==> config.mk <==
export PLATFORM = sky130hd
export DESIGN_NAME = i2c_eeprom_slave
export DESIGN_NICKNAME = d
export VERILOG_FILES = /design/src/rtl/eeprom_slave_pkg.sv /design/src/rtl/i2c_line_sync.sv /design/src/rtl/eeprom_page_buf.sv /design/src/rtl/eeprom_cell_array.sv /design/src/rtl/i2c_eeprom_slave.sv
export SDC_FILE = /design/constraint.sdc
export NUM_CORES = 2
export LEC_CHECK = 0
export BUFFER_PORTS_ARGS = -buffer_cell sky130_fd_sc_hd__buf_2
export CORE_ASPECT_RATIO = 1.25
export CORE_UTILIZATION = 64
export CTS_CLUSTER_DIAMETER = 60
export DETAILED_ROUTE_END_ITERATION = 12
export GPL_ROUTABILITY_DRIVEN = 1
export PLACE_DENSITY = 0.86
export SLEW_MARGIN = 20
export SYNTH_ARGS = -nofsm -noshare
export SYNTH_HDL_FRONTEND = slang
export SYNTH_SLANG_ARGS = --single-unit
==> constraint.sdc <==
create_clock -name clk -period 3.3 [get_ports clk]
set_clock_uncertainty 0.15 [all_clocks]
set_input_delay 0.33 -clock clk [delete_from_list [all_inputs] [get_ports clk]]
set_output_delay 0.33 -clock clk [all_outputs]
set_load 0.02 [all_outputs]
==> src/rtl/eeprom_slave_pkg.sv <==
package eeprom_slave_pkg;
   typedef enum logic [3:0] {
      ST_IDLE,
      ST_DEV,
      ST_DEV_ACK,
      ST_WADDR,
      ST_WADDR_ACK,
      ST_WDATA,
      ST_WDATA_ACK,
      ST_RDATA,
      ST_RD_ACK,
      ST_IGNORE
   } slv_state_e;
endpackage

==> src/rtl/i2c_line_sync.sv <==
module i2c_line_sync #(
   parameter int STAGES = 2
) (
   input  logic clk,
   input  logic rst_n,
   input  logic scl_i,
   input  logic sda_i,
   output logic scl_s,
   output logic sda_s,
   output logic scl_rise,
   output logic scl_fall,
   output logic start_det,
   output logic stop_det
);
   generate
      if (STAGES < 2) begin : g_bad_stages
         $error("i2c_line_sync: STAGES must be at least 2");
      end
   endgenerate

   logic [STAGES-1:0] scl_ff, sda_ff;
   logic              scl_q, sda_q;

   always_ff @(posedge clk or negedge rst_n) begin
      if (!rst_n) begin
         scl_ff <= '1;
         sda_ff <= '1;
         scl_q  <= 1'b1;
         sda_q  <= 1'b1;
      end else begin
         scl_ff <= {scl_ff[STAGES-2:0], scl_i};
         sda_ff <= {sda_ff[STAGES-2:0], sda_i};
         scl_q  <= scl_ff[STAGES-1];
         sda_q  <= sda_ff[STAGES-1];
      end
   end

   assign scl_s     = scl_ff[STAGES-1];
   assign sda_s     = sda_ff[STAGES-1];
   assign scl_rise  = scl_s & ~scl_q;
   assign scl_fall  = ~scl_s & scl_q;
   assign start_det = scl_s & scl_q & sda_q & ~sda_s;
   assign stop_det  = scl_s & scl_q & ~sda_q & sda_s;
endmodule

==> src/rtl/eeprom_page_buf.sv <==
module eeprom_page_buf #(
   parameter int PAGE_BYTES = 4,
   parameter int LANE_W     = 2
) (
   input  logic                    clk,
   input  logic                    rst_n,
   input  logic                    clear,
   input  logic                    wr_en,
   input  logic [LANE_W-1:0]       wr_lane,
   input  logic [7:0]              wr_data,
   output logic [PAGE_BYTES-1:0]   lane_vld,
   output logic [PAGE_BYTES*8-1:0] lane_data
);
   always_ff @(posedge clk or negedge rst_n) begin
      if (!rst_n) begin
         lane_vld  <= '0;
         lane_data <= '0;
      end else if (clear) begin
         lane_vld <= '0;
      end else if (wr_en) begin
         lane_vld[wr_lane]                  <= 1'b1;
         lane_data[{wr_lane, 3'b000} +: 8]  <= wr_data;
      end
   end
endmodule

==> src/rtl/eeprom_cell_array.sv <==
module eeprom_cell_array #(
   parameter int DEPTH      = 256,
   parameter int AW         = 8,
   parameter int PAGE_BYTES = 4,
   parameter int LANE_W     = 2
) (
   input  logic                    clk,
   input  logic                    rst_n,
   input  logic                    commit,
   input  logic [AW-LANE_W-1:0]    page_hi,
   input  logic [PAGE_BYTES-1:0]   lane_vld,
   input  logic [PAGE_BYTES*8-1:0] lane_data,
   input  logic [AW-1:0]           rd_addr,
   output logic [7:0]              rd_data
);
   logic [7:0] mem [DEPTH];

   always_ff @(posedge clk or negedge rst_n) begin
      if (!rst_n) begin
         for (int i = 0; i < DEPTH; i++) mem[i] <= 8'hFF;
      end else if (commit) begin
         for (int l = 0; l < PAGE_BYTES; l++) begin
            if (lane_vld[l]) mem[{page_hi, LANE_W'(l)}] <= lane_data[l*8 +: 8];
         end
      end
   end

   assign rd_data = mem[rd_addr];
endmodule

==> src/rtl/i2c_eeprom_slave.sv <==
module i2c_eeprom_slave
   import eeprom_slave_pkg::*;
#(
   parameter int         MEM_DEPTH   = 256,
   parameter int         PAGE_BYTES  = 4,
   parameter logic [3:0] DEV_PREFIX  = 4'b1010,
   parameter int         SYNC_STAGES = 2
) (
   input  logic       clk,
   input  logic       rst_n,
   input  logic       scl_i,
   input  logic       sda_i,
   input  logic [2:0] dev_sel,
   output logic       sda_oe
);
   localparam int AW     = $clog2(MEM_DEPTH);
   localparam int LANE_W = $clog2(PAGE_BYTES);

   generate
      if (MEM_DEPTH != (1 << AW) || MEM_DEPTH > 256) begin : g_bad_depth
         $error("i2c_eeprom_slave: MEM_DEPTH must be a power of two up to 256");
      end
      if (PAGE_BYTES != (1 << LANE_W) || PAGE_BYTES < 2 || PAGE_BYTES >= MEM_DEPTH) begin : g_bad_page
         $error("i2c_eeprom_slave: PAGE_BYTES must be a power of two below MEM_DEPTH");
      end
   endgenerate

   logic       scl_s, sda_s, scl_rise, scl_fall, start_det, stop_det;
   slv_state_e state;
   logic [2:0] bitcnt;
   logic [7:0] shreg;
   logic [AW-1:0] cnt;
   logic       is_read, got8, mack;
   logic       wr_strobe, rd_adv, addr_hit;
   logic [7:0] rd_data;
   logic [PAGE_BYTES-1:0]   lane_vld;
   logic [PAGE_BYTES*8-1:0] lane_data;

   i2c_line_sync #(.STAGES(SYNC_STAGES)) u_sync (
      .clk(clk), .rst_n(rst_n), .scl_i(scl_i), .sda_i(sda_i),
      .scl_s(scl_s), .sda_s(sda_s), .scl_rise(scl_rise), .scl_fall(scl_fall),
      .start_det(start_det), .stop_det(stop_det)
   );

   assign addr_hit  = (shreg[7:1] == {DEV_PREFIX, dev_sel});
   assign wr_strobe = (state == ST_WDATA) && scl_fall && got8 && !start_det && !stop_det;
   assign rd_adv    = (state == ST_RDATA) && scl_rise && (bitcnt == 3'd7) && !start_det && !stop_det;

   eeprom_page_buf #(.PAGE_BYTES(PAGE_BYTES), .LANE_W(LANE_W)) u_pbuf (
      .clk(clk), .rst_n(rst_n), .clear(start_det | stop_det),
      .wr_en(wr_strobe), .wr_lane(cnt[LANE_W-1:0]), .wr_data(shreg),
      .lane_vld(lane_vld), .lane_data(lane_data)
   );

   eeprom_cell_array #(.DEPTH(MEM_DEPTH), .AW(AW), .PAGE_BYTES(PAGE_BYTES), .LANE_W(LANE_W)) u_array (
      .clk(clk), .rst_n(rst_n), .commit(stop_det), .page_hi(cnt[AW-1:LANE_W]),
      .lane_vld(lane_vld), .lane_data(lane_data), .rd_addr(cnt), .rd_data(rd_data)
   );

   always_ff @(posedge clk or negedge rst_n) begin
      if (!rst_n) begin
         state   <= ST_IDLE;
         bitcnt  <= '0;
         shreg   <= '0;
         cnt     <= '0;
         is_read <= 1'b0;
         got8    <= 1'b0;
         mack    <= 1'b0;
         sda_oe  <= 1'b0;
      end else if (start_det || stop_det) begin
         state  <= start_det ? ST_DEV : ST_IDLE;
         bitcnt <= '0;
         got8   <= 1'b0;
         mack   <= 1'b0;
         sda_oe <= 1'b0;
      end else begin
         case (state)
            ST_DEV, ST_WADDR, ST_WDATA: begin
               if (scl_rise) begin
                  shreg  <= {shreg[6:0], sda_s};
                  bitcnt <= bitcnt + 3'd1;
                  if (bitcnt == 3'd7) got8 <= 1'b1;
               end else if (scl_fall && got8) begin
                  got8 <= 1'b0;
                  if (state == ST_DEV) begin
                     if (addr_hit) begin
                        is_read <= shreg[0];
                        sda_oe  <= 1'b1;
                        state   <= ST_DEV_ACK;
                     end else begin
                        sda_oe <= 1'b0;
                        state  <= ST_IGNORE;
                     end
                  end else if (state == ST_WADDR) begin
                     cnt    <= shreg[AW-1:0];
                     sda_oe <= 1'b1;
                     state  <= ST_WADDR_ACK;
                  end else begin
                     cnt    <= {cnt[AW-1:LANE_W], cnt[LANE_W-1:0] + 1'b1};
                     sda_oe <= 1'b1;
                     state  <= ST_WDATA_ACK;
                  end
               end
            end
            ST_DEV_ACK, ST_WADDR_ACK, ST_WDATA_ACK: begin
               if (scl_fall) begin
                  bitcnt <= '0;
                  if (state == ST_DEV_ACK && is_read) begin
                     shreg  <= rd_data;
                     sda_oe <= ~rd_data[7];
                     state  <= ST_RDATA;
                  end else begin
                     sda_oe <= 1'b0;
                     state  <= (state == ST_DEV_ACK) ? ST_WADDR : ST_WDATA;
                  end
               end
            end
            ST_RDATA: begin
               if (scl_rise) begin
                  bitcnt <= bitcnt + 3'd1;
                  if (rd_adv) begin
                     got8 <= 1'b1;
                     cnt  <= cnt + 1'b1;
                  end
               end else if (scl_fall) begin
                  if (got8) begin
                     got8   <= 1'b0;
                     sda_oe <= 1'b0;
                     state  <= ST_RD_ACK;
                  end else begin
                     shreg  <= {shreg[6:0], 1'b0};
                     sda_oe <= ~shreg[6];
                  end
               end
            end
            ST_RD_ACK: begin
               if (scl_rise) begin
                  if (sda_s) state <= ST_IGNORE;
                  else       mack  <= 1'b1;
               end else if (scl_fall && mack) begin
                  mack   <= 1'b0;
                  bitcnt <= '0;
                  shreg  <= rd_data;
                  sda_oe <= ~rd_data[7];
                  state  <= ST_RDATA;
               end
            end
            default: ;
         endcase
      end
   end
endmodule

=== Word-level counts from Yosys, hierarchy flattened ===
Cells that the tools add are included.

* Reduce and logical (&&, ||, !) cells: 40
* Magnitude comparators: 11
* Bitwise gates (word level): 23
* Multiplexer cells: 92
* Shift-type cells: 2
* Eq/ne operators: 40
* $add $sub $neg: 4

{| class="wikitable"
|+ Operators by type and width
! cell !! count
|-
| two-way mux 2048 bit || 7
|-
| bitwise mux 2048 bit || 4
|-
| demux 8 bit (select 8 bit) || 4
|-
| two-way mux 8 bit || 20
|-
| binary-select mux 8 bit (select 8 bit) || 1
|-
| two-way mux 4 bit || 14
|-
| >= comparator 9 bit, second input constant || 5
|-
| NOT 8 -> 9 bit || 5
|-
| less-than comparator 9 x 1 -> 1 bit, second input constant || 4
|-
| bitwise mux 32 bit || 1
|-
| one-hot mux 8 bit (4 select lines) || 1
|-
| variable shift 8 x 7 -> 32 bit, first input constant || 1
|-
| indexed part select 8 x 7 -> 32 bit || 1
|-
| != test 2 bit, second input constant || 14
|-
| two-way mux 1 bit || 26
|-
| two-way mux 3 bit || 7
|-
| != test 3 bit, second input constant || 6
|-
| equality test 4 x 3 -> 1 bit, second input constant || 4
|-
| logical AND 1 bit || 16
|-
| one-hot mux 4 bit (4 select lines) || 1
|-
| one-hot mux 8 bit (2 select lines) || 1
|-
| AND reduction 8 bit || 2
|-
| != test 4 x 3 -> 1 bit, second input constant || 3
|-
| != test 4 bit, second input constant || 3
|-
| other kinds (37) || 61
|}

* Input bits: 7
* Flip-flop bits (word level): 2117
* Word-level logic and storage cells: 483

=== Longest topological paths before layout ===
* Depth in word-level cells: 16
* Depth in mapped cells: 13

=== Modules after synthesis ===
Synthesis repeated with hierarchy kept, for this count alone.

* Cells, all modules: 6471
* Area, all modules: 99872.0 µm²

{| class="wikitable"
|+ By module, submodules not included
! module !! times used !! area each (µm²) !! cells an instance !! seq. area each (µm²)
|-
| eeprom_cell_array || 1 || 95937.0 || 6084 || 53811.6
|-
| i2c_eeprom_slave || 1 || 1918.1 || 219 || 675.6
|-
| eeprom_page_buf || 1 || 1826.8 || 158 || 900.9
|-
| i2c_line_sync || 1 || 190.2 || 10 || 157.7
|}

=== Least setup slack after synthesis ===
Ideal clock, no wire load.

* Path kind: reg-to-reg
* From: register cnt[0]
* To: register u_pbuf.lane_data[6]
* Clock period less this slack: 2938 ps
* Required time: 3067 ps
* Cell stages (with the launch flop): 11
* Setup slack: 362 ps
* Data arrival time: 2705 ps
* Setup time: 83 ps
* Cell sequence: dfrtp_1 buf_4 buf_4 buf_4 buf_4 buf_2 inv_1 ha_1 nor3b_1 nand2_1 o21ai_0

* Word-level cells in the longest chain between the ends: 3

{| class="wikitable"
|+ RTL lines
! element !! RTL line !! RTL
|-
| start: declaration || i2c_eeprom_slave.sv:32 || <nowiki>logic [AW-1:0] cnt;</nowiki>
|-
| start signal: assignment || i2c_eeprom_slave.sv:95 || <nowiki>cnt <= shreg[AW-1:0];</nowiki>
|-
| start signal: assignment || i2c_eeprom_slave.sv:99 || <nowiki>cnt <= {cnt[AW-1:LANE_W], cnt[LANE_W-1:0] + 1'b1};</nowiki>
|-
| start signal: assignment || i2c_eeprom_slave.sv:123 || <nowiki>cnt <= cnt + 1'b1;</nowiki>
|-
| negation 5 -> 7 bit * || eeprom_page_buf.sv:22 || <nowiki>lane_data[{wr_lane, 3'b000} +: 8] <= wr_data;</nowiki>
|-
| indexed part select 8 x 7 -> 32 bit / variable shift 8 x 7 -> 32 bit (equally long branches) || eeprom_page_buf.sv:22 ||
|-
| bitwise mux 32 bit * || eeprom_page_buf.sv:22 ||
|-
| end signal: indexed assignment || eeprom_page_buf.sv:22 ||
|-
| end: declaration || eeprom_page_buf.sv:12 || <nowiki>output logic [PAGE_BYTES*8-1:0] lane_data</nowiki>
|}

Mark *: on every way between the ends. The rest lies on a longest branch, timed or not.
A chain may end at the register's enable or synchronous reset.

=== Final worst setup path ===
* From: register cnt[1]
* To: register shreg[0]

* Word-level cells in the longest chain between the ends: 7

{| class="wikitable"
|+ RTL lines
! element !! RTL line !! RTL
|-
| NOT 8 -> 9 bit (implied by the code) * || eeprom_cell_array.sv:28 || <nowiki>assign rd_data = mem[rd_addr];</nowiki>
|-
| binary-select mux 8 bit (select 8 bit) * || eeprom_cell_array.sv:28 ||
|-
| two-way mux 8 bit (implied by the code) * (2 in a row) || eeprom_cell_array.sv:28 ||
|-
| two-way mux 8 bit (on tied branches) || i2c_eeprom_slave.sv:140, i2c_eeprom_slave.sv:108 ||
|-
| two-way mux 8 bit (on tied branches) || i2c_eeprom_slave.sv:137, i2c_eeprom_slave.sv:106 ||
|-
| one-hot mux 8 bit (4 select lines) * || i2c_eeprom_slave.sv:77 || <nowiki>case (state)</nowiki>
|-
| end signal: assignment || i2c_eeprom_slave.sv:80 || <nowiki>shreg <= {shreg[6:0], sda_s};</nowiki>
|-
| end signal: assignment || i2c_eeprom_slave.sv:131 || <nowiki>shreg <= {shreg[6:0], 1'b0};</nowiki>
|-
| end signal: assignment || i2c_eeprom_slave.sv:143 || <nowiki>shreg <= rd_data;</nowiki>
|-
| end: declaration || i2c_eeprom_slave.sv:31 || <nowiki>logic [7:0] shreg;</nowiki>
|}

Mark *: on every way between the ends. The rest lies on a longest branch, timed or not. The select of a mux whose other input is x is not followed.

==> metrics <==
CP max-delay cell dfrtp_4; cells after synthesis about 7000; clock transition at the registers of the reported paths 0.07 ns; clock sinks 2117; core area about 150000 um2; Detail Placement HPWL about 210000 um; Reg power frac 0.413; synthesized area ~99000 um2; crit path cell chain buf_12, bufbuf_16, buf_4, mux2i_1, o22ai_1, o21ai_0, buf_4, nand4_1, nor4_1, buf_4, a21oi_1; vias in the first global route 70800; Via-to-Cell Ratio roughly 7.2; CTS tree yes; RSZ-0062 raised after global routing true; Avg Inst Size Synth between 10 and 15 um2; Total Routing Usage GR 0.429; total chip power ~0.064 W; register area share after synthesis 0.561; CP startpoint kind flop; worst-margin pin slew about 1.1 ns; Pint 0.0458 W; Min Clock Period, post-route 3.43 ns; antenna violations before repair 22; most used cell, CP buf_4; Iter 0 DRT Violations ~8500; P_sw 0.0185 W; final worst slack -0.134 ns; chip height 442 um; Tcrit/Tclk final 1.04; GRT overflow 0; switching share of power 0.288; Max Freq 291 MHz; root buffer cell clkbuf_16; Post-synth EDFFs 0; commonest non-fill, non-tap cell in the layout dfstp_2; Synth async-reset ratio 1.00; failing checks negative setup slack; Bufs on Longest Clock Path 3; Combinational Power Share 0.211; max-cap check violation count 0; crit path from cnt[1]$_DFFE_PN0P_; share of cells above drive strength 1 0.708; CTS H-Tree Depth 4; DRT Wirelength approximately 340000 um; CP max FO 14; Unique masters post-synth slightly below 60; port bufs 7; CP top delay family buffers and inverters; gpl congestion ~1.1; crit path kind reg2reg; first-pass GRT wire length around 490000 um; Layout area overhead 14.7%; drt pass-1 iters 10; Final setup violation count 7; largest net degree at the start of global routing 122; Clock Latency Late Sink 0.88 ns; die width around 350 um; most frequent cells in the layout 2054 x dfstp_2, 1979 x mux2_2, 809 x mux2i_1, 444 x buf_4, 423 x o22ai_1; clock power share 0.377; fill count 8722; final hold violations 0; status finished, violations left; pwr dens about 570 nW/um2; number of remaining DRC errors 0; Primary FF master, synth dfstp_2; Worst Path Arrival between 4 and 5 ns; WL per Instance around 36 um; Slowest Stage Delay on Critical Path between 0.5 and 0.6 ns; Layout Nets about 7300; total die area roughly 160000 um2; Worst EP required 3.90 ns; worst flop-to-flop path startpoint cnt[1]$_DFFE_PN0P_; final core utilization 0.739; max_slew headroom 0.280; crit path buf inv count 5; number of buffers created by CTS 201; Setup crit end kind flop; Via Count 68200; Syn Nets 6966; # rows between 150 and 200; Leak slightly below 50 nW; worst vdd ir about 760 uV; HP Class in2async; #FFs+latches synth 2117; yosys warns 0; initial core utilization 0.644; antenna viol nets, final 0; Slew Viols, Final 0; io pins 8
[metrics by stage]
stage               hold slack (ns)  setup TNS [ns]  std cells  cell area [um2]  setup slack [ns]
floorplan                    -0.116               0       6946            99000             0.362
global placement              0.227           -3.33       9037           105000             -1.03
detailed placement            0.227           -4.02       9038           105000            -0.414
CTS                          0.0171           -1.81       9436           113000           -0.0818
global route                 0.0352          -0.251       9456           114000           -0.0727
finish                       0.0340          -0.429       9462           114000            -0.134
[cell type report]
cell class	instances	area (um2)	area share
inverter	7	26.3	0.000231
timing repair buffer	610	6400	0.0563
clock buffer	303	6040	0.0532
clock inverter	62	855	0.00753
tap	2037	2550	0.0224
sequential	2117	55700	0.490
multi-input combinational	4318	42000	0.370
antenna	8	20.0	0.000176
[synth_stat cells, drive strengths merged, types with 9 or more instances]
cell | count | area, um2
dfrtp | 63 | 1580
nor3 | 10 | 50.1
buf | 206 | 1050
nand3 | 14 | 70.1
clkbuf | 298 | 1120
o22ai | 441 | 2760
a21oi | 25 | 125
mux2i | 832 | 8330
mux4 | 127 | 2860
mux2 | 2050 | 23100
nor4 | 77 | 482
nand2 | 375 | 1410
o21ai | 119 | 596
ha | 13 | 163
nand4 | 18 | 119
dfstp | 2054 | 54000
o211ai | 9 | 67.6
nor2 | 118 | 443
[power by group through the flow]
stage                     clock network [W]  registers (W)  logic (W)
final                                0.0242         0.0265     0.0135
after global routing                 0.0252         0.0265     0.0137
after global placement                    0         0.0269     0.0122
after CTS                            0.0242         0.0265     0.0127
after floorplan                           0         0.0267    0.00714
after detailed placement                  0         0.0269     0.0122
[path summary, 6_finish.rpt]
check / end / slack (ns) / cells after the start
min reg2reg: u_sync.sda_ff[1]$_DFF_PN1_ / 0.24 / 0
max in group asynchronous: u_array.mem[399]$_DFFE_PN1P_ / 1.83 / 4
min in group clk: state[1]$_DFFE_PN0P_ / 0.08 / 7
max reg2reg: shreg[0]$_DFFE_PN0P_ / -0.13 / 11
min: u_pbuf.lane_vld[3]$_DFFE_PN0P_ / 0.03 / 2
max: shreg[0]$_DFFE_PN0P_ / -0.13 / 11
[metal layers]
layer  up-vias  wire length, um  track usage  part of all wire
li1      26200                -            -                 -
met4        18            31400        0.342             0.093
met5         -              152      0.00123           0.00045
met2      4818           151000        0.640              0.45
met1     35500           117000        0.522              0.35
met3      1641            38100        0.126              0.11
[flip-flops by register name (all words and copies together) (netlist names)]
name,count
u_array.mem,2048
is_read,1
bitcnt,3
mack,1
got8,1
u_sync.scl_q,1
u_pbuf.lane_data,32
state,4
u_sync.sda_ff,2
u_sync.scl_ff,2
u_sync.sda_q,1
sda_oe,1
u_pbuf.lane_vld,4
cnt,8
shreg,8
[cells by family after synthesis]
family,synth area share
adders and majority gates,0.00164
DFF,0.561
AOI/OAI and AO/OA,0.0379
buffers and inverters,0.0222
muxes,0.346
xor gates and xnor gates,0.000442
and+or+nand+nor,0.0306
[worst reg2reg max path, cell delays in order (launching register included)]
cell,delay [ns]
dfrtp_4,0.55
buf_12,0.15
bufbuf_16,0.30
buf_4,0.31
mux2i_1,0.25
o22ai_1,0.13
o21ai_0,0.55
buf_4,0.27
nand4_1,0.14
nor4_1,0.29
buf_4,0.17
a21oi_1,0.05
[timing repair]
action,4_1_cts,5_1_grt
hold buffers,7,0
gates resized for setup,62,102
endpoints found under the hold margin,95,0
setup buffers,24,16
gates cloned,2,1
setup endpoints to repair,163,635
pin swaps,11,15
No activity file was read; power rests on OpenSTA's default activity.
